### config.mk
export PLATFORM = sky130hd
export DESIGN_NAME = evt_irq_ctrl
export DESIGN_NICKNAME = d
export VERILOG_FILES = /design/src/rtl/irqc_pkg.sv /design/src/rtl/irqc_wr_decode.sv /design/src/rtl/irqc_status_bits.sv /design/src/rtl/irqc_mask_bits.sv /design/src/rtl/irqc_read_port.sv /design/src/rtl/evt_irq_ctrl.sv
export SDC_FILE = /design/constraint.sdc
export NUM_CORES = 1
export LEC_CHECK = 0
export BUFFER_PORTS_ARGS = -buffer_cell sky130_fd_sc_hd__buf_4
export CAP_MARGIN = 20
export CORE_MARGIN = 3
export CORE_UTILIZATION = 47
export CTS_CLUSTER_SIZE = 14
export DETAILED_ROUTE_END_ITERATION = 7
export MAX_ROUTING_LAYER = met4
export PLACE_DENSITY = 0.77
export SLEW_MARGIN = 20
export SYNTH_ARGS = -nofsm -noshare
export SYNTH_HDL_FRONTEND = slang
export SYNTH_SLANG_ARGS = --single-unit
export TNS_END_PERCENT = 10
### constraint.sdc
create_clock -name clk -period 1.36 [get_ports clk]
set_input_delay 0 -clock clk [delete_from_list [all_inputs] [get_ports clk]]
set_output_delay 0 -clock clk [all_outputs]
set_load 0.05 [all_outputs]
### src/rtl/irqc_pkg.sv
package irqc_pkg;
    typedef enum logic [2:0] {
        SEL_STATUS  = 3'd0,
        SEL_MASK    = 3'd1,
        SEL_UNMASK  = 3'd2,
        SEL_MASKSET = 3'd3,
        SEL_FORCE   = 3'd4
    } reg_sel_e;

    localparam int unsigned SEL_W = 3;
endpackage

### src/rtl/irqc_wr_decode.sv
module irqc_wr_decode
    import irqc_pkg::*;
(
    input  logic             wr_en,
    input  logic [SEL_W-1:0] wr_addr,
    output logic             clr_stb,
    output logic             unmask_stb,
    output logic             maskset_stb,
    output logic             force_stb
);
    always_comb begin
        clr_stb     = 1'b0;
        unmask_stb  = 1'b0;
        maskset_stb = 1'b0;
        force_stb   = 1'b0;
        if (wr_en) begin
            unique case (wr_addr)
                SEL_STATUS:  clr_stb     = 1'b1;
                SEL_UNMASK:  unmask_stb  = 1'b1;
                SEL_MASKSET: maskset_stb = 1'b1;
                SEL_FORCE:   force_stb   = 1'b1;
                default:     ;
            endcase
        end
    end
endmodule

### src/rtl/irqc_status_bits.sv
module irqc_status_bits #(
    parameter int unsigned      W     = 32,
    parameter logic [W-1:0]     VALID = 32'h0003_BFFF
) (
    input  logic         clk,
    input  logic         rst_n,
    input  logic         clr_stb,
    input  logic         force_stb,
    input  logic [W-1:0] wdata,
    input  logic [W-1:0] hw_event,
    output logic [W-1:0] status_q
);
    logic unused_rsvd_in;
    assign unused_rsvd_in = ^((wdata | hw_event) & ~VALID);

    for (genvar i = 0; i < W; i++) begin : g_bit
        if (VALID[i]) begin : g_impl
            logic set_now;
            logic clr_now;
            assign set_now = hw_event[i] | (force_stb & wdata[i]);
            assign clr_now = clr_stb & wdata[i];

            always_ff @(posedge clk or negedge rst_n) begin
                if (!rst_n)       status_q[i] <= 1'b0;
                else if (set_now) status_q[i] <= 1'b1;
                else if (clr_now) status_q[i] <= 1'b0;
            end

            p_evt_set_r8: assert property (@(posedge clk) disable iff (!rst_n)
                hw_event[i] |=> status_q[i]);
            p_evt_wins_r9: assert property (@(posedge clk) disable iff (!rst_n)
                (hw_event[i] && clr_stb && wdata[i]) |=> status_q[i]);
            p_w1c_r2: assert property (@(posedge clk) disable iff (!rst_n)
                (clr_stb && wdata[i] && !hw_event[i]) |=> !status_q[i]);
            p_force_r7: assert property (@(posedge clk) disable iff (!rst_n)
                (force_stb && wdata[i]) |=> status_q[i]);
        end else begin : g_rsvd
            assign status_q[i] = 1'b0;
        end
    end
endmodule

### src/rtl/irqc_mask_bits.sv
module irqc_mask_bits #(
    parameter int unsigned      W     = 32,
    parameter logic [W-1:0]     VALID = 32'h0003_BFFF
) (
    input  logic         clk,
    input  logic         rst_n,
    input  logic         unmask_stb,
    input  logic         maskset_stb,
    input  logic [W-1:0] wdata,
    output logic [W-1:0] mask_q
);
    logic unused_rsvd_in;
    assign unused_rsvd_in = ^(wdata & ~VALID);

    for (genvar i = 0; i < W; i++) begin : g_bit
        if (VALID[i]) begin : g_impl
            always_ff @(posedge clk or negedge rst_n) begin
                if (!rst_n)                       mask_q[i] <= 1'b1;
                else if (maskset_stb && wdata[i]) mask_q[i] <= 1'b1;
                else if (unmask_stb && wdata[i])  mask_q[i] <= 1'b0;
            end

            p_unmask_r5: assert property (@(posedge clk) disable iff (!rst_n)
                (unmask_stb && wdata[i]) |=> !mask_q[i]);
            p_maskset_r6: assert property (@(posedge clk) disable iff (!rst_n)
                (maskset_stb && wdata[i]) |=> mask_q[i]);
        end else begin : g_rsvd
            assign mask_q[i] = 1'b0;
        end
    end

    p_mask_stable_r4: assert property (@(posedge clk) disable iff (!rst_n)
        (!unmask_stb && !maskset_stb) |=> $stable(mask_q));
endmodule

### src/rtl/irqc_read_port.sv
module irqc_read_port
    import irqc_pkg::*;
#(
    parameter int unsigned W = 32
) (
    input  logic             clk,
    input  logic             rst_n,
    input  logic             rd_en,
    input  logic [SEL_W-1:0] rd_addr,
    input  logic [W-1:0]     status_q,
    input  logic [W-1:0]     mask_q,
    output logic [W-1:0]     rd_data
);
    logic [W-1:0] rd_mux;

    always_comb begin
        unique case (rd_addr)
            SEL_STATUS: rd_mux = status_q;
            SEL_MASK:   rd_mux = mask_q;
            default:    rd_mux = '0;
        endcase
    end

    always_ff @(posedge clk or negedge rst_n) begin
        if (!rst_n)     rd_data <= '0;
        else if (rd_en) rd_data <= rd_mux;
    end

    p_rd_hold_r10: assert property (@(posedge clk) disable iff (!rst_n)
        !rd_en |=> $stable(rd_data));
    p_cmd_reads_zero_r5: assert property (@(posedge clk) disable iff (!rst_n)
        (rd_en && rd_addr >= SEL_UNMASK) |=> (rd_data == '0));
endmodule

### src/rtl/evt_irq_ctrl.sv
module evt_irq_ctrl
    import irqc_pkg::*;
#(
    parameter int unsigned         DATA_W = 32,
    parameter logic [DATA_W-1:0]   VALID  = 32'h0003_BFFF
) (
    input  logic              clk,
    input  logic              rst_n,
    input  logic              wr_en,
    input  logic [SEL_W-1:0]  wr_addr,
    input  logic [DATA_W-1:0] wr_data,
    input  logic              rd_en,
    input  logic [SEL_W-1:0]  rd_addr,
    output logic [DATA_W-1:0] rd_data,
    input  logic [DATA_W-1:0] hw_event,
    output logic              irq
);
    logic              clr_stb;
    logic              unmask_stb;
    logic              maskset_stb;
    logic              force_stb;
    logic [DATA_W-1:0] status_q;
    logic [DATA_W-1:0] mask_q;

    irqc_wr_decode u_dec (
        .wr_en       (wr_en),
        .wr_addr     (wr_addr),
        .clr_stb     (clr_stb),
        .unmask_stb  (unmask_stb),
        .maskset_stb (maskset_stb),
        .force_stb   (force_stb)
    );

    irqc_status_bits #(.W(DATA_W), .VALID(VALID)) u_status (
        .clk       (clk),
        .rst_n     (rst_n),
        .clr_stb   (clr_stb),
        .force_stb (force_stb),
        .wdata     (wr_data),
        .hw_event  (hw_event),
        .status_q  (status_q)
    );

    irqc_mask_bits #(.W(DATA_W), .VALID(VALID)) u_mask (
        .clk         (clk),
        .rst_n       (rst_n),
        .unmask_stb  (unmask_stb),
        .maskset_stb (maskset_stb),
        .wdata       (wr_data),
        .mask_q      (mask_q)
    );

    irqc_read_port #(.W(DATA_W)) u_rd (
        .clk      (clk),
        .rst_n    (rst_n),
        .rd_en    (rd_en),
        .rd_addr  (rd_addr),
        .status_q (status_q),
        .mask_q   (mask_q),
        .rd_data  (rd_data)
    );

    assign irq = |(status_q & ~mask_q);

    p_rsvd_quiet_r3: assert property (@(posedge clk) disable iff (!rst_n)
        (rd_en && rd_addr <= SEL_MASK) |=> ((rd_data & ~VALID) == '0));
    p_masked_force_r1: assert property (@(posedge clk) disable iff (!rst_n)
        (!irq && wr_en && wr_addr == SEL_MASKSET && hw_event == '0) |=> !irq);
endmodule

==> run_results.csv <==
group,metric,value,unit
pwr,switching_share,0.298,
die,core_area,0.00491,sq mm
hold_path,hp-start,"wr_data[13]",
timing,finalSetupViolCount,1,
logic_synthesis,ys_ff_latch,51,
worst_setup_path,worst-r2r-setup-slack,0.37,ns
hold_path,hold_depth,2,
clocking,cts_inserted_buffers,5,
clocking,clockBufferDepth,2,
worst_setup_path,critPathArrivalTime,1.57,ns
grt,grt_pass1_vias,2140,
timing,slew_violations,0,
logic_synthesis,yosysTopAreaCell,"dfrtp_1",
worst_setup_path,crit_path_start_kind,"flip-flop",
pwr,p_total,3.78,mW
worst_setup_path,criticalPathCategory,"reg2out",
worst_setup_path,timing.rr.start,"u_status.status_q[3]",
place,hpwlAfterDp,3840,um
drt,dr.first_iter.drc_count,185,
timing,timing.final.ws_setup,-0.207,ns
outcome,violations,"hold timing, setup timing",
timing,skew,0.00304,ns
finish,final_layout_size_suffix_gt1_frac,0.353,
job,drv_cap,0,
finish,seq_area,0.00130,sq mm
logic_synthesis,synth_area_leaders,"dfrtp_1 34%, dfstp_2 18%, mux2_2 7.7%, a311o_1 6.8%, a22oi_1 5.1%",
pwr,power.switching,1.13,mW
die,die_height,78.9,um
finish,diodes,0,
die,dieArea,0.00622,sq mm
timing,fin_crit,1.57,ns
pwr,p_per_area,1110,mW/mm^2
timing,slew-limit-headroom,0.514,
timing,hold_ws,-0.00385,ns
outcome,status,"finished with violations",
worst_setup_path,crit_family,"flip-flops",
grt,grt_pass1_wl,10000,um
die,die_w,78.9,um
timing,fmax,0.638,GHz
grt,track_usage,0.209,
timing,rsz0062_at_grt,"true",
finish,layout_commonest_cell,"buf_4",
place,post-place-ws,0.0351,ns
worst_setup_path,reg2reg_to,"u_status.status_q[3]",
finish,utilization,0.694,
finish,area_delta_synth_final,36.5,%
worst_setup_path,critical-path-slowest-cell,"dfstp_2",
logic_synthesis,synthCells,232,
drt,via_count,2060,
worst_setup_path,end_kind,"primary output",
logic_synthesis,syn_area,0.00250,sq mm
drt,vias_per_cell,5.24,
clocking,clkSinkCount,51,
logic_synthesis,ys_seq_area_frac,0.520,
drt,drcViolationCount,0,
clocking,cts_tree,"yes",
pwr,p_seq_frac,0.502,
clocking,clock-root-buffer,"clkbuf_8",
pwr,clkPwrFrac,0.244,
die,rows,25,
grt,grt_max_degree,52,
pwr,p_int,2.65,mW
worst_setup_path,ff2ff_path_depth,2,
finish,most-common-layout-cells,"65 x buf_4, 34 x dlygate4sd3_1, 34 x dfrtp_1",
pwr,leakage,1.49,nW
logic_synthesis,syn_avg_cell_area,10.8,sq um
timing,setup-tns-final,-0.207,ns
worst_setup_path,path_cells,"inv_2 > a222oi_1 > nand3_1 > buf_6",
timing,worstMarginPinSlew,0.729,ns
timing,fin_crit_sh,1.15,
drt,post_drt_wl_per_cell,15.3,um
drt,dr.pass1.iters,4,
clocking,cts_setup_buffers,0,
die,pin_count,107,
finish,multiInputGateArea,0.00102,sq mm
pwr,power_frac_comb,0.254,
place,io_buffers,61,
finish,fillers,378,
worst_setup_path,required,1.36,ns
pwr,peakVddDrop,0.000550,V
clocking,clock_latency,0.29,ns
logic_synthesis,ys_warn_count,0,
die,start_util,0.509,
drt,routed_wl,6020,um
place,gp_congestion,0.821,
worst_setup_path,cp_max_fo,3,
grt,grt_antenna_before_repair,0,
logic_synthesis,synthDistinctLibCells,26,
worst_setup_path,crit_buf_inv,2,
timing,hold_viol_final,1,
hold_path,hp-class,"in2reg",
hold_path,holdPathEnd,"u_status.status_q[13]",
clocking,clk_pin_slew_worst_paths,0.08,ns
finish,fin_nets,399,
logic_synthesis,yosysTopAreaCellShare,0.341,
worst_setup_path,cpPeakStageDelay,0.55,ns
clocking,cts_max_level,2,
grt,overflow,0,
drt,final_antenna_net_count,0,
==> final cells by class <==
cell class | count | share of cell area
sequential | 51 | 0.381
multi-input combinational | 152 | 0.298
timing repair buffer | 101 | 0.252
clock buffer | 8 | 0.0294
tap | 67 | 0.0246
inverter | 14 | 0.0154
==> Yosys cell counts <==
cell       count
a21boi_0       4
a21boi_1       6
a21oi_1       24
a222oi_1       1
a22oi_1       17
a311o_1       17
buf_2          4
buf_4         16
buf_6          3
clkbuf_1       6
conb_1         1
dfrtp_1       34
dfstp_2       17
inv_1         14
mux2_2        17
nand2_1       18
nand2b_1       3
nand3_1        1
nor2_1        17
nor2_2         1
nor3_1         2
nor3_2         1
nor3b_2        1
nor3b_4        1
o2111ai_1      1
o22ai_1        5
==> repair_timing <==
action                                  in CTS  in global routing
endpoints found under the setup margin       1                  1
hold endpoints to repair                    51                  0
pin swaps                                    2                  0
gates resized for setup                      4                  0
hold buffers                                34                  0
==> layer usage <==
layer | vias to the layer above | part of all wire | routed length [um] | global-route usage
met5 | - | 0 | 0 | -
met3 | 6 | 0.060 | 359 | 0.0329
met4 | 0 | 0.012 | 73 | 0.0464
li1 | 995 | - | - | -
met1 | 977 | 0.44 | 2680 | 0.277
met2 | 82 | 0.48 | 2910 | 0.346
==> worst max-delay path by stage <==
| stage | cells after the start | startpoint | slack [ns] | end |
|---|---|---|---|---|
| 2_1_floorplan | 4 | u_mask.mask_q[5] | 0.06 | irq |
| 3_3_place_gp | 5 | u_mask.mask_q[3] | 0.05 | irq |
| 3_5_place_dp | 5 | u_mask.mask_q[3] | 0.04 | irq |
| 4_1_cts | 4 | u_mask.mask_q[15] | -0.21 | irq |
| 5_1_grt | 4 | u_mask.mask_q[15] | -0.34 | irq |
| 6_report | 4 | u_mask.mask_q[15] | -0.21 | irq |
==> through the flow <==
step	std cells	cell area (sq um)
global route	393	3410
finish	393	3410
detailed placement	351	2950
CTS	393	3410
floorplan	246	2550
global placement	351	2950
==> flip-flops by register name, indices dropped and copies added (netlist names) <==
register           flops
u_rd.rd_data          17
u_status.status_q     17
u_mask.mask_q         17
==> power by group through the flow <==
stage	Clock, mW	Sequential (mW)	Combinational (mW)
floorplan	0	2.06	0.446
global placement	0	1.91	0.848
detailed placement	0	1.92	0.863
CTS	0.941	1.89	0.954
global route	0.987	1.93	1.04
finish	0.922	1.90	0.959
==> kinds of logic after synthesis <==
| kind of cell | Yosys count | share of synthesized area |
|---|---|---|
| other | 1 | 0.00150 |
| AND/OR/NAND/NOR | 45 | 0.0852 |
| flip-flops | 51 | 0.520 |
| AO/OA/AOI/OAI | 75 | 0.217 |
| buffers and inverters | 43 | 0.0997 |
| multiplexers | 17 | 0.0767 |
==> worst register-to-register path, stage by stage, from the launching register on <==
cell and delay [ns]:
dfrtp_1 0.43, a21boi_1 0.15, a311o_1 0.31
No activity file was read; power rests on OpenSTA's default activity.
